===== src/rtl/rxsg_pkg.sv =====
package rxsg_pkg;
  localparam int OFF_NEXT  = 0;
  localparam int OFF_BUF   = 1;
  localparam int OFF_CTRL  = 2;
  localparam int OFF_STAT  = 3;
  localparam int OFF_APP   = 4;
  localparam int HDR_WORDS = 4;
  localparam int BIT_DONE  = 31;
  localparam int BIT_FIRST = 27;
  localparam int BIT_LAST  = 26;

  typedef enum logic [2:0] {
    ST_WAIT,
    ST_FETCH,
    ST_MOVE,
    ST_STATUS,
    ST_APPW,
    ST_STEP
  } sg_state_e;
endpackage


===== src/rtl/rxsg_app_store.sv =====
module rxsg_app_store #(
  parameter int N = 5,
  parameter int W = 32
) (
  input  logic              clk,
  input  logic              rst_n,
  input  logic              in_valid,
  output logic              in_ready,
  input  logic [W-1:0]      in_data,
  output logic [N-1:0][W-1:0] words
);
  localparam int IW = (N > 1) ? $clog2(N) : 1;

  logic [IW-1:0] slot;

  assign in_ready = 1'b1;

  always_ff @(posedge clk) begin
    if (!rst_n) begin
      slot <= '0;
    end else if (in_valid) begin
      slot <= (slot == IW'(N - 1)) ? '0 : slot + 1'b1;
    end
  end

  for (genvar g = 0; g < N; g++) begin : g_slot
    logic [W-1:0] word_q;
    always_ff @(posedge clk) begin
      if (!rst_n) begin
        word_q <= '0;
      end else if (in_valid && slot == IW'(g)) begin
        word_q <= in_data;
      end
    end
    assign words[g] = word_q;
  end
endmodule


===== src/rtl/rxsg_chunk.sv =====
module rxsg_chunk #(
  parameter int LW = 23
) (
  input  logic [LW-1:0] cap,
  input  logic [LW-1:0] remain,
  output logic [LW-1:0] take,
  output logic          is_last
);
  always_comb begin
    is_last = (cap >= remain);
    take    = is_last ? remain : cap;
  end
endmodule


===== src/rtl/rxsg_ctrl.sv =====
module rxsg_ctrl
  import rxsg_pkg::*;
#(
  parameter int AW   = 16,
  parameter int LW   = 23,
  parameter int NAPP = 5
) (
  input  logic                 clk,
  input  logic                 rst_n,
  input  logic                 run,
  input  logic                 cur_wr,
  input  logic [AW-1:0]        cur_din,
  input  logic                 tail_wr,
  input  logic [AW-1:0]        tail_din,
  input  logic                 pkt_valid,
  output logic                 pkt_ready,
  input  logic [LW-1:0]        pkt_len,
  input  logic [NAPP-1:0][31:0] app_words,
  output logic                 mem_req,
  output logic                 mem_we,
  output logic [AW-1:0]        mem_addr,
  output logic [31:0]          mem_wdata,
  input  logic [31:0]          mem_rdata,
  output logic                 xfer_valid,
  input  logic                 xfer_ready,
  output logic [31:0]          xfer_addr,
  output logic [LW-1:0]        xfer_len,
  output logic [LW-1:0]        buf_len,
  output logic [LW-1:0]        remain_o,
  input  logic [LW-1:0]        chunk,
  input  logic                 chunk_last,
  output logic                 pkt_end,
  output logic [LW-1:0]        pkt_bytes,
  output logic                 pkt_ovf,
  output logic                 halted,
  output logic                 idle,
  output logic [AW-1:0]        cur_ptr
);
  localparam int CMAX = (NAPP > HDR_WORDS) ? NAPP : HDR_WORDS;
  localparam int CW   = $clog2(CMAX + 1);

  sg_state_e     state;
  logic [CW-1:0] cnt;
  logic [AW-1:0] cur_q, tail_q;
  logic [31:0]   d_next, d_buf, d_ctrl;
  logic [LW-1:0] remain_q, placed_q, chunk_q;
  logic          first_q, last_q;
  logic [31:0]   stat_word;

  assign pkt_ready  = (state == ST_WAIT) && run && !halted && !idle;
  assign xfer_valid = (state == ST_MOVE);
  assign xfer_addr  = d_buf;
  assign xfer_len   = chunk_q;
  assign buf_len    = d_ctrl[LW-1:0];
  assign remain_o   = remain_q;
  assign cur_ptr    = cur_q;

  always_comb begin
    stat_word            = '0;
    stat_word[BIT_DONE]  = 1'b1;
    stat_word[BIT_FIRST] = first_q;
    stat_word[BIT_LAST]  = last_q;
    stat_word[LW-1:0]    = chunk_q;
  end

  always_comb begin
    mem_req   = 1'b0;
    mem_we    = 1'b0;
    mem_addr  = cur_q;
    mem_wdata = '0;
    case (state)
      ST_FETCH: begin
        if (cnt < CW'(HDR_WORDS)) begin
          mem_req  = 1'b1;
          mem_addr = cur_q + AW'(cnt);
        end
      end
      ST_STATUS: begin
        mem_req   = 1'b1;
        mem_we    = 1'b1;
        mem_addr  = cur_q + AW'(OFF_STAT);
        mem_wdata = stat_word;
      end
      ST_APPW: begin
        mem_req   = 1'b1;
        mem_we    = 1'b1;
        mem_addr  = cur_q + AW'(OFF_APP) + AW'(cnt);
        mem_wdata = app_words[cnt];
      end
      default: ;
    endcase
  end

  always_ff @(posedge clk) begin
    if (!rst_n) begin
      state    <= ST_WAIT;
      cnt      <= '0;
      cur_q    <= '0;
      tail_q   <= '0;
      d_next   <= '0;
      d_buf    <= '0;
      d_ctrl   <= '0;
      remain_q <= '0;
      placed_q <= '0;
      chunk_q  <= '0;
      first_q  <= 1'b0;
      last_q   <= 1'b0;
      pkt_end  <= 1'b0;
      pkt_bytes <= '0;
      pkt_ovf  <= 1'b0;
      halted   <= 1'b1;
      idle     <= 1'b0;
    end else begin
      pkt_end <= 1'b0;
      case (state)
        ST_WAIT: begin
          if (cur_wr) begin
            cur_q  <= cur_din;
            halted <= 1'b0;
          end
          if (tail_wr) begin
            tail_q <= tail_din;
            idle   <= 1'b0;
          end
          if (pkt_valid && pkt_ready) begin
            remain_q <= pkt_len;
            placed_q <= '0;
            first_q  <= 1'b1;
            cnt      <= '0;
            state    <= ST_FETCH;
          end
        end
        ST_FETCH: begin
          cnt <= cnt + 1'b1;
          case (cnt)
            CW'(OFF_NEXT + 1): d_next <= mem_rdata;
            CW'(OFF_BUF + 1):  d_buf  <= mem_rdata;
            CW'(OFF_CTRL + 1): d_ctrl <= mem_rdata;
            CW'(OFF_STAT + 1): begin
              cnt <= '0;
              if (mem_rdata[BIT_DONE]) begin
                halted    <= 1'b1;
                pkt_end   <= 1'b1;
                pkt_bytes <= placed_q;
                pkt_ovf   <= (remain_q != '0);
                state     <= ST_WAIT;
              end else begin
                chunk_q <= chunk;
                last_q  <= chunk_last;
                state   <= ST_MOVE;
              end
            end
            default: ;
          endcase
        end
        ST_MOVE: begin
          if (xfer_ready) begin
            placed_q <= placed_q + chunk_q;
            remain_q <= remain_q - chunk_q;
            state    <= ST_STATUS;
          end
        end
        ST_STATUS: begin
          cnt   <= '0;
          state <= last_q ? ST_APPW : ST_STEP;
        end
        ST_APPW: begin
          cnt <= cnt + 1'b1;
          if (cnt == CW'(NAPP - 1)) begin
            state <= ST_STEP;
          end
        end
        ST_STEP: begin
          cur_q   <= d_next[AW-1:0];
          first_q <= 1'b0;
          cnt     <= '0;
          if (cur_q == tail_q) begin
            idle <= 1'b1;
          end
          if (last_q || cur_q == tail_q) begin
            pkt_end   <= 1'b1;
            pkt_bytes <= placed_q;
            pkt_ovf   <= (remain_q != '0);
            state     <= ST_WAIT;
          end else begin
            state <= ST_FETCH;
          end
        end
        default: state <= ST_WAIT;
      endcase
    end
  end
endmodule


===== src/rtl/rxsg_splitter.sv =====
module rxsg_splitter #(
  parameter int AW = 16,
  parameter int LW = 23
) (
  input  logic          clk,
  input  logic          rst_n,
  input  logic          run,
  input  logic          cur_wr,
  input  logic [AW-1:0] cur_din,
  input  logic          tail_wr,
  input  logic [AW-1:0] tail_din,
  input  logic          app_valid,
  output logic          app_ready,
  input  logic [31:0]   app_data,
  input  logic          pkt_valid,
  output logic          pkt_ready,
  input  logic [LW-1:0] pkt_len,
  output logic          mem_req,
  output logic          mem_we,
  output logic [AW-1:0] mem_addr,
  output logic [31:0]   mem_wdata,
  input  logic [31:0]   mem_rdata,
  output logic          xfer_valid,
  input  logic          xfer_ready,
  output logic [31:0]   xfer_addr,
  output logic [LW-1:0] xfer_len,
  output logic          pkt_end,
  output logic [LW-1:0] pkt_bytes,
  output logic          pkt_ovf,
  output logic          halted,
  output logic          idle,
  output logic [AW-1:0] cur_ptr
);
  localparam int NAPP = 5;

  logic [NAPP-1:0][31:0] app_words;
  logic [LW-1:0]         buf_len, remain, chunk;
  logic                  chunk_last;

  rxsg_app_store #(.N(NAPP), .W(32)) u_app (
    .clk      (clk),
    .rst_n    (rst_n),
    .in_valid (app_valid),
    .in_ready (app_ready),
    .in_data  (app_data),
    .words    (app_words)
  );

  rxsg_chunk #(.LW(LW)) u_chunk (
    .cap     (buf_len),
    .remain  (remain),
    .take    (chunk),
    .is_last (chunk_last)
  );

  rxsg_ctrl #(.AW(AW), .LW(LW), .NAPP(NAPP)) u_ctrl (
    .clk        (clk),
    .rst_n      (rst_n),
    .run        (run),
    .cur_wr     (cur_wr),
    .cur_din    (cur_din),
    .tail_wr    (tail_wr),
    .tail_din   (tail_din),
    .pkt_valid  (pkt_valid),
    .pkt_ready  (pkt_ready),
    .pkt_len    (pkt_len),
    .app_words  (app_words),
    .mem_req    (mem_req),
    .mem_we     (mem_we),
    .mem_addr   (mem_addr),
    .mem_wdata  (mem_wdata),
    .mem_rdata  (mem_rdata),
    .xfer_valid (xfer_valid),
    .xfer_ready (xfer_ready),
    .xfer_addr  (xfer_addr),
    .xfer_len   (xfer_len),
    .buf_len    (buf_len),
    .remain_o   (remain),
    .chunk      (chunk),
    .chunk_last (chunk_last),
    .pkt_end    (pkt_end),
    .pkt_bytes  (pkt_bytes),
    .pkt_ovf    (pkt_ovf),
    .halted     (halted),
    .idle       (idle),
    .cur_ptr    (cur_ptr)
  );
endmodule


===== config.mk =====
export PLATFORM = sky130hd
export DESIGN_NAME = rxsg_splitter
export DESIGN_NICKNAME = d
export VERILOG_FILES = /design/src/rtl/rxsg_pkg.sv /design/src/rtl/rxsg_app_store.sv /design/src/rtl/rxsg_chunk.sv /design/src/rtl/rxsg_ctrl.sv /design/src/rtl/rxsg_splitter.sv
export SDC_FILE = /design/constraint.sdc
export NUM_CORES = 1
export LEC_CHECK = 0
export BUFFER_PORTS_ARGS = -buffer_cell sky130_fd_sc_hd__buf_2
export CAP_MARGIN = 20
export CORE_MARGIN = 2
export CORE_UTILIZATION = 40
export CTS_CLUSTER_DIAMETER = 60
export DETAILED_ROUTE_END_ITERATION = 6
export GPL_TIMING_DRIVEN = 0
export PLACE_DENSITY_LB_ADDON = 0.08
export SKIP_CTS_REPAIR_TIMING = 1
export SYNTH_ARGS = -nofsm -noshare
export SYNTH_HDL_FRONTEND = slang
export SYNTH_HIERARCHICAL = 1
export SYNTH_SLANG_ARGS = --single-unit

===== constraint.sdc =====
create_clock -name clk -period 3 [get_ports clk]
set_input_delay 0.6 -clock clk [delete_from_list [all_inputs] [get_ports clk]]
set_output_delay 0.6 -clock clk [all_outputs]
set_load 0.005 [all_outputs]

Word level (Yosys, flattened, before mapping)
Index checks and enable logic that the tools add are counted.
W data, S select, Z words.
{"block": "op_classes", "n_addsub": 8, "order_cmp": 3, "eq_ne": 23, "mux": 50, "n_bitwise": 1, "n_reduce_logical": 35}
{"operator": "$mux W23", "n": 8}
{"operator": "$pmux W23 S2", "n": 3}
{"operator": "$bmux W32 S3", "n": 1}
{"operator": "$pmux W32 S2", "n": 1}
{"operator": "$pmux W16 S3", "n": 1}
{"operator": "$add A16 B3 Y16", "n": 2}
{"operator": "$mux W16", "n": 2}
{"operator": "$mux W32", "n": 1}
{"operator": "$pmux W16 S2", "n": 1}
{"operator": "$add A23 B23 Y23", "n": 1}
{"operator": "$ge A23 B23 Y1", "n": 1}
{"operator": "$reduce_bool A23 Y1", "n": 1}
{"operator": "$sub A23 B23 Y23", "n": 1}
{"operator": "$mux W3", "n": 7}
{"operator": "$eq A3 B2 Y1 const B", "n": 6}
{"operator": "$pmux W3 S6", "n": 1}
{"operator": "$add A16 B2 Y16 const B", "n": 1}
{"operator": "$add A16 B3 Y16 const B", "n": 1}
{"operator": "$eq A16 B16 Y1", "n": 1}
{"operator": "$mux W1", "n": 16}
{"operator": "$reduce_and A2 Y1", "n": 7}
{"operator": "$eq A3 B3 Y1 const B", "n": 4}
{"operator": "$pmux W1 S2", "n": 6}
{"operator": "$pmux W3 S4", "n": 1}
{"operator": "other kinds (17)", "n": 45}
{"block": "totals", "reg_bits": 370, "input_bits": 127, "out_inout_bits": 151, "word_cells": 143}

Longest topological paths before layout
{"block": "depth", "depth_word": 7, "depth_mapped": 14, "ltp_nobuf": 13}

By module
The synthesis kept the hierarchy.
{"module": "rxsg_ctrl", "n_inst": 1, "cells_each": 1513, "area_per_inst_um2": 12558.3, "seq_area_each_um2": 4144.0}
{"module": "rxsg_app_store", "n_inst": 1, "cells_each": 627, "area_per_inst_um2": 5789.3, "seq_area_each_um2": 3263.1}
{"module": "rxsg_chunk", "n_inst": 1, "cells_each": 105, "area_per_inst_um2": 968.4, "seq_area_each_um2": 0.0}

Worst setup path before layout
OpenSTA, ideal clock, no wires.
{"block": "synth_timing", "kind": "reg2out", "startpoint": "reg u_ctrl.cnt[1]", "endpoint": "out mem_addr[14]", "t_arrival_ns": 2.624, "required_ns": 2.400, "path_slack_ns": -0.224, "path_stages_with_launch": 13, "n_path_buf": 2, "path_cell_list": "dfxtp_1 clkbuf_1 buf_1 inv_1 fa_1 inv_1 a21oi_1 o32ai_1 a31oi_1 nor2_1 and2_1 nand4_1 xnor2_1"}
{"block": "synth_via", "elab_chain_cells": 3}
{"item": "from (decl)", "line_no": "rxsg_ctrl.sv:43", "text": "logic [CW-1:0] cnt;"}
{"item": "from (signal assigned)", "line_no": "rxsg_ctrl.sv:134", "text": "cnt <= cnt + 1'b1;"}
{"item": "from (signal assigned)", "line_no": "rxsg_ctrl.sv:168", "text": "cnt <= cnt + 1'b1;"}
{"item": "$add A16 B3 Y16 or $lt A3 B3 Y1 (tied branches)", "line_no": "rxsg_ctrl.sv:75, rxsg_ctrl.sv:73"}
{"item": "$mux W16", "line_no": "rxsg_ctrl.sv:73", "text": "if (cnt < CW'(HDR_WORDS)) begin"}
{"item": "$pmux W16 S3 *", "line_no": "rxsg_ctrl.sv:71", "text": "case (state)"}
{"item": "to (decl)", "line_no": "rxsg_splitter.sv:20", "text": "output logic [AW-1:0] mem_addr,"}
Every way passes the cells marked *; elsewhere a longest branch is shown, timed or not.

Worst setup path after layout
{"block": "layout_timing", "startpoint": "reg u_ctrl.cnt[1]", "endpoint": "out mem_addr[8]"}
The elaborated chain is that of the path after synthesis.

==> results.md <==
* Status: finished, violations left
* Failing checks: setup timing
* Die ar. at 0.05006 mm^2
* Fmax at 0.2783 GHz
* Routed vias at 17973
* Final RePlAce weighted congestion at 0.8985
* Die Ht at 223.8 um
* Area growth, synth to finish at 24.32%
* Worst-Skew Late Latency at 0.60 ns
* Hold Crit Class: input pin to flip-flop
* CP startpoint kind: flip-flop
* Sequential share of the synthesized area at 38.35%
* Dpl hpwl at 52330 um
* CTS tree: yes
* Vias in the first global route at 17208
* Initial antenna violation count at 0
* Total GRT Usage at 26.83%
* CTS H-Tree Depth at 2
* DP Cell Count at 3134
* Gr ovfl total at 0
* CP peak stage delay at 0.40 ns
* Tcrit/Tclk final at 119.8%
* Per-cell routed wire length at 21.47 um
* Critical setup path kind: flip-flop to output port
* Synth Flop Type: dfxtp_1
* Cells after Synth at 2245
* Cell variety after synth at 86
* EDFF count, synth at 0
* Final Slew Violations at 0
* Rows at 80
* WP data required at 2.40 ns
* Core area at 0.04775 mm^2
* VDD IR max at 0.0003798 V
* Nets at 2818
* Global-route wire length before repair at 102700 um
* FF+latch count, synth at 370
* FFs w/ async S/R, synth at 0%
* Total power at 13950 uW
* Clk root buf: clkbuf_16
* Fill count at 4603
* Synthesized Nets at 2462
* Port-buffer cells at 274
* DRC viols at 0
* Routed wire length at 69710 um
* Largest net degree at the start of global routing at 13
* Normalized max-slew margin at 33.58%
* Syn avg cell area at 8.604 um^2
* Drt pass-1 iters at 5
* Register clock-pin slew on the reported worst setup and hold paths at 0.06 ns
* Setup WS pre-CTS at -0.7715 ns
* Clock skew at 0.01532 ns
* Final ANT Viol Nets at 0
* ANT cells at 0
* Crit-path cells: buf_8 -> buf_12 -> inv_6 -> fa_2 -> inv_2 -> a21oi_2 -> o32ai_2 -> a31oi_2 -> nor2_2 -> and2_4 -> buf_4 -> nand2_4 -> xnor2_2 -> buf_2
* Pwr Density at 580.7 mW/mm^2
* I/O pins at 278
* Layout cells sized above 1 at 26.03%
* Slew @ Worst Pin at 0.9962 ns
* Final Hold Viols at 0
* Via density per instance at 5.535
* Unrepaired setup endpoints after global routing: yes
* Bufs on Longest Clock Path at 3
* Max stage delay cell, worst path: dfxtp_4
* Crit path max fanout at 4
* Sinks on Clock Net at 370
* Final Util at 50.29%
* Synth warn at 6
* Max Cap Violations at 0
* Post-Layout Cell Count at 3247
* Starting Density at 40.46%
* Final setup margin at -0.5938 ns
* CP endpoint kind: output port
* DRT iter0 DRCs at 1218
* Pleak at 0.009748 uW
* Cts bufs inserted at 44
* Die X-Extent at 223.8 um
* Critical Path AT at 2.99 ns
* Cell area after synthesis at 0.01932 mm^2
* Fin crit period at 3.594 ns
* Final setup fails at 23
==> report_power, final <==
part | total (uW) | leakage (uW) | switching, uW | internal [uW]
combinational | 3200 | 0.00605 | 1700 | 1500
sequential | 5340 | 0.00300 | 230 | 5110
clock | 5400 | 0.000698 | 2230 | 3170
total | 13900 | 0.00975 | 4160 | 9790
==> layout by cell type, fill, tap and decap left out, types with 10 or more instances in the layout <==
cell	instances
xor2_1	20
and2_1	12
nor2b_1	39
nor2_1	52
a22oi_2	31
o21ai_1	16
o21ai_0	164
clkbuf_1	80
mux2_4	19
o22ai_2	15
a21oi_1	72
a21o_1	28
dfxtp_1	361
inv_1	68
clkbuf_16	47
ha_1	81
nor3_1	10
o211a_1	25
o211ai_1	11
nand4_1	15
nand2_1	432
xnor2_1	39
a21boi_2	31
a21boi_0	121
mux4_2	32
buf_4	37
buf_2	317
buf_6	20
mux2i_1	25
nand3_1	184
==> routing by layer <==
layer  GRT usage, %  routed length [um]  vias up
met5              0                   0        -
met3          4.001                4345      107
met1          35.52               30440     8696
li1               -                   -     8599
met4          10.09                2018        0
met2          44.29               32910      571
==> flip-flops by register name, indices dropped and copies added (netlist names), 3 cells and up <==
name,count
u_ctrl/cnt,3
u_ctrl/xfer_len,23
u_ctrl/state,3
u_ctrl/d_next,16
u_ctrl/pkt_bytes,23
u_app/slot,3
u_ctrl/cur_ptr,16
u_ctrl/xfer_addr,32
u_app/g_slot.word_q,160
u_ctrl/tail_q,16
u_ctrl/placed_q,23
u_ctrl/d_ctrl,23
u_ctrl/remain_o,23
==> critical path, delay by kind of cell (launching register included) <==
kind            cells  cell delay (ns)
compound gates      3             0.58
xor+xnor            1             0.14
fa+ha+maj           1             0.34
buf+inv             6             0.57
flops               1             0.40
simple gates        3             0.40
==> through the flow <==
| step | hold slack (ns) | area (um^2) | TNS, ns |
|---|---|---|---|
| 5_1_grt | 0.2520 | 24010 | -8.460 |
| 3_5_place_dp | 0.4524 | 21470 | -11.62 |
| 4_1_cts | 0.2393 | 22900 | -41.03 |
| 6_report | 0.2588 | 24010 | -5.971 |
| 3_3_place_gp | 0.4450 | 21470 | -10.31 |
| 2_1_floorplan | 0.4356 | 19330 | 0 |
==> cell families after synthesis <==
| kind of cell | count (synthesis) | share of synthesized area, % |
|---|---|---|
| AOI/OAI and AO/OA | 597 | 21.19 |
| DFF | 370 | 38.35 |
| muxes | 81 | 6.795 |
| buffers and inverters | 235 | 5.584 |
| other | 1 | 0.01941 |
| adders and majority gates | 90 | 6.024 |
| xor gates and xnor gates | 67 | 3.038 |
| and+or+nand+nor | 804 | 19.01 |
==> final timing paths <==
path	from	endpoint	slack [ns]	cells after the start
min	app_data[29]	u_app/g_slot[3].word_q[29]	0.26	3
min reg2reg	u_app/g_slot[3].word_q[15]	u_app/g_slot[3].word_q[15]	0.46	2
max reg2reg	u_ctrl/remain_o[0]	u_ctrl/xfer_len[10]	0.05	11
max	u_ctrl/cnt[1]	mem_addr[8]	-0.59	14
==> layout make-up <==
class	instances	area, um^2	area share (%)
flip-flops and latches	370	7431	30.95
well taps	615	769.5	3.204
multi-input cells	1640	11360	47.30
plain buffers	160	987.2	4.111
inverters	74	300.3	1.251
repair buffers	311	1732	7.211
clock inverters	13	178.9	0.7451
clock buffers	64	1256	5.231
==> synthesized netlist by cell type (all sizes together), types with 25 or more instances <==
cell / instances / area share, %
nand2: 436 / 8.5
dfxtp: 370 / 38
nand3: 186 / 4.9
o21ai: 186 / 4.9
a21boi: 153 / 6.5
ha: 85 / 5.5
clkbuf: 84 / 1.6
a21oi: 79 / 2.1
buf: 77 / 2.5
inv: 73 / 1.4
nor2: 58 / 1.2
xnor2: 44 / 2.0
nor2b: 41 / 1.3
a22oi: 39 / 1.5
mux4: 32 / 3.7
a21o: 28 / 1.1
mux2i: 25 / 1.3
o211a: 25 / 1.3
Power figures use the tool's default switching activity.
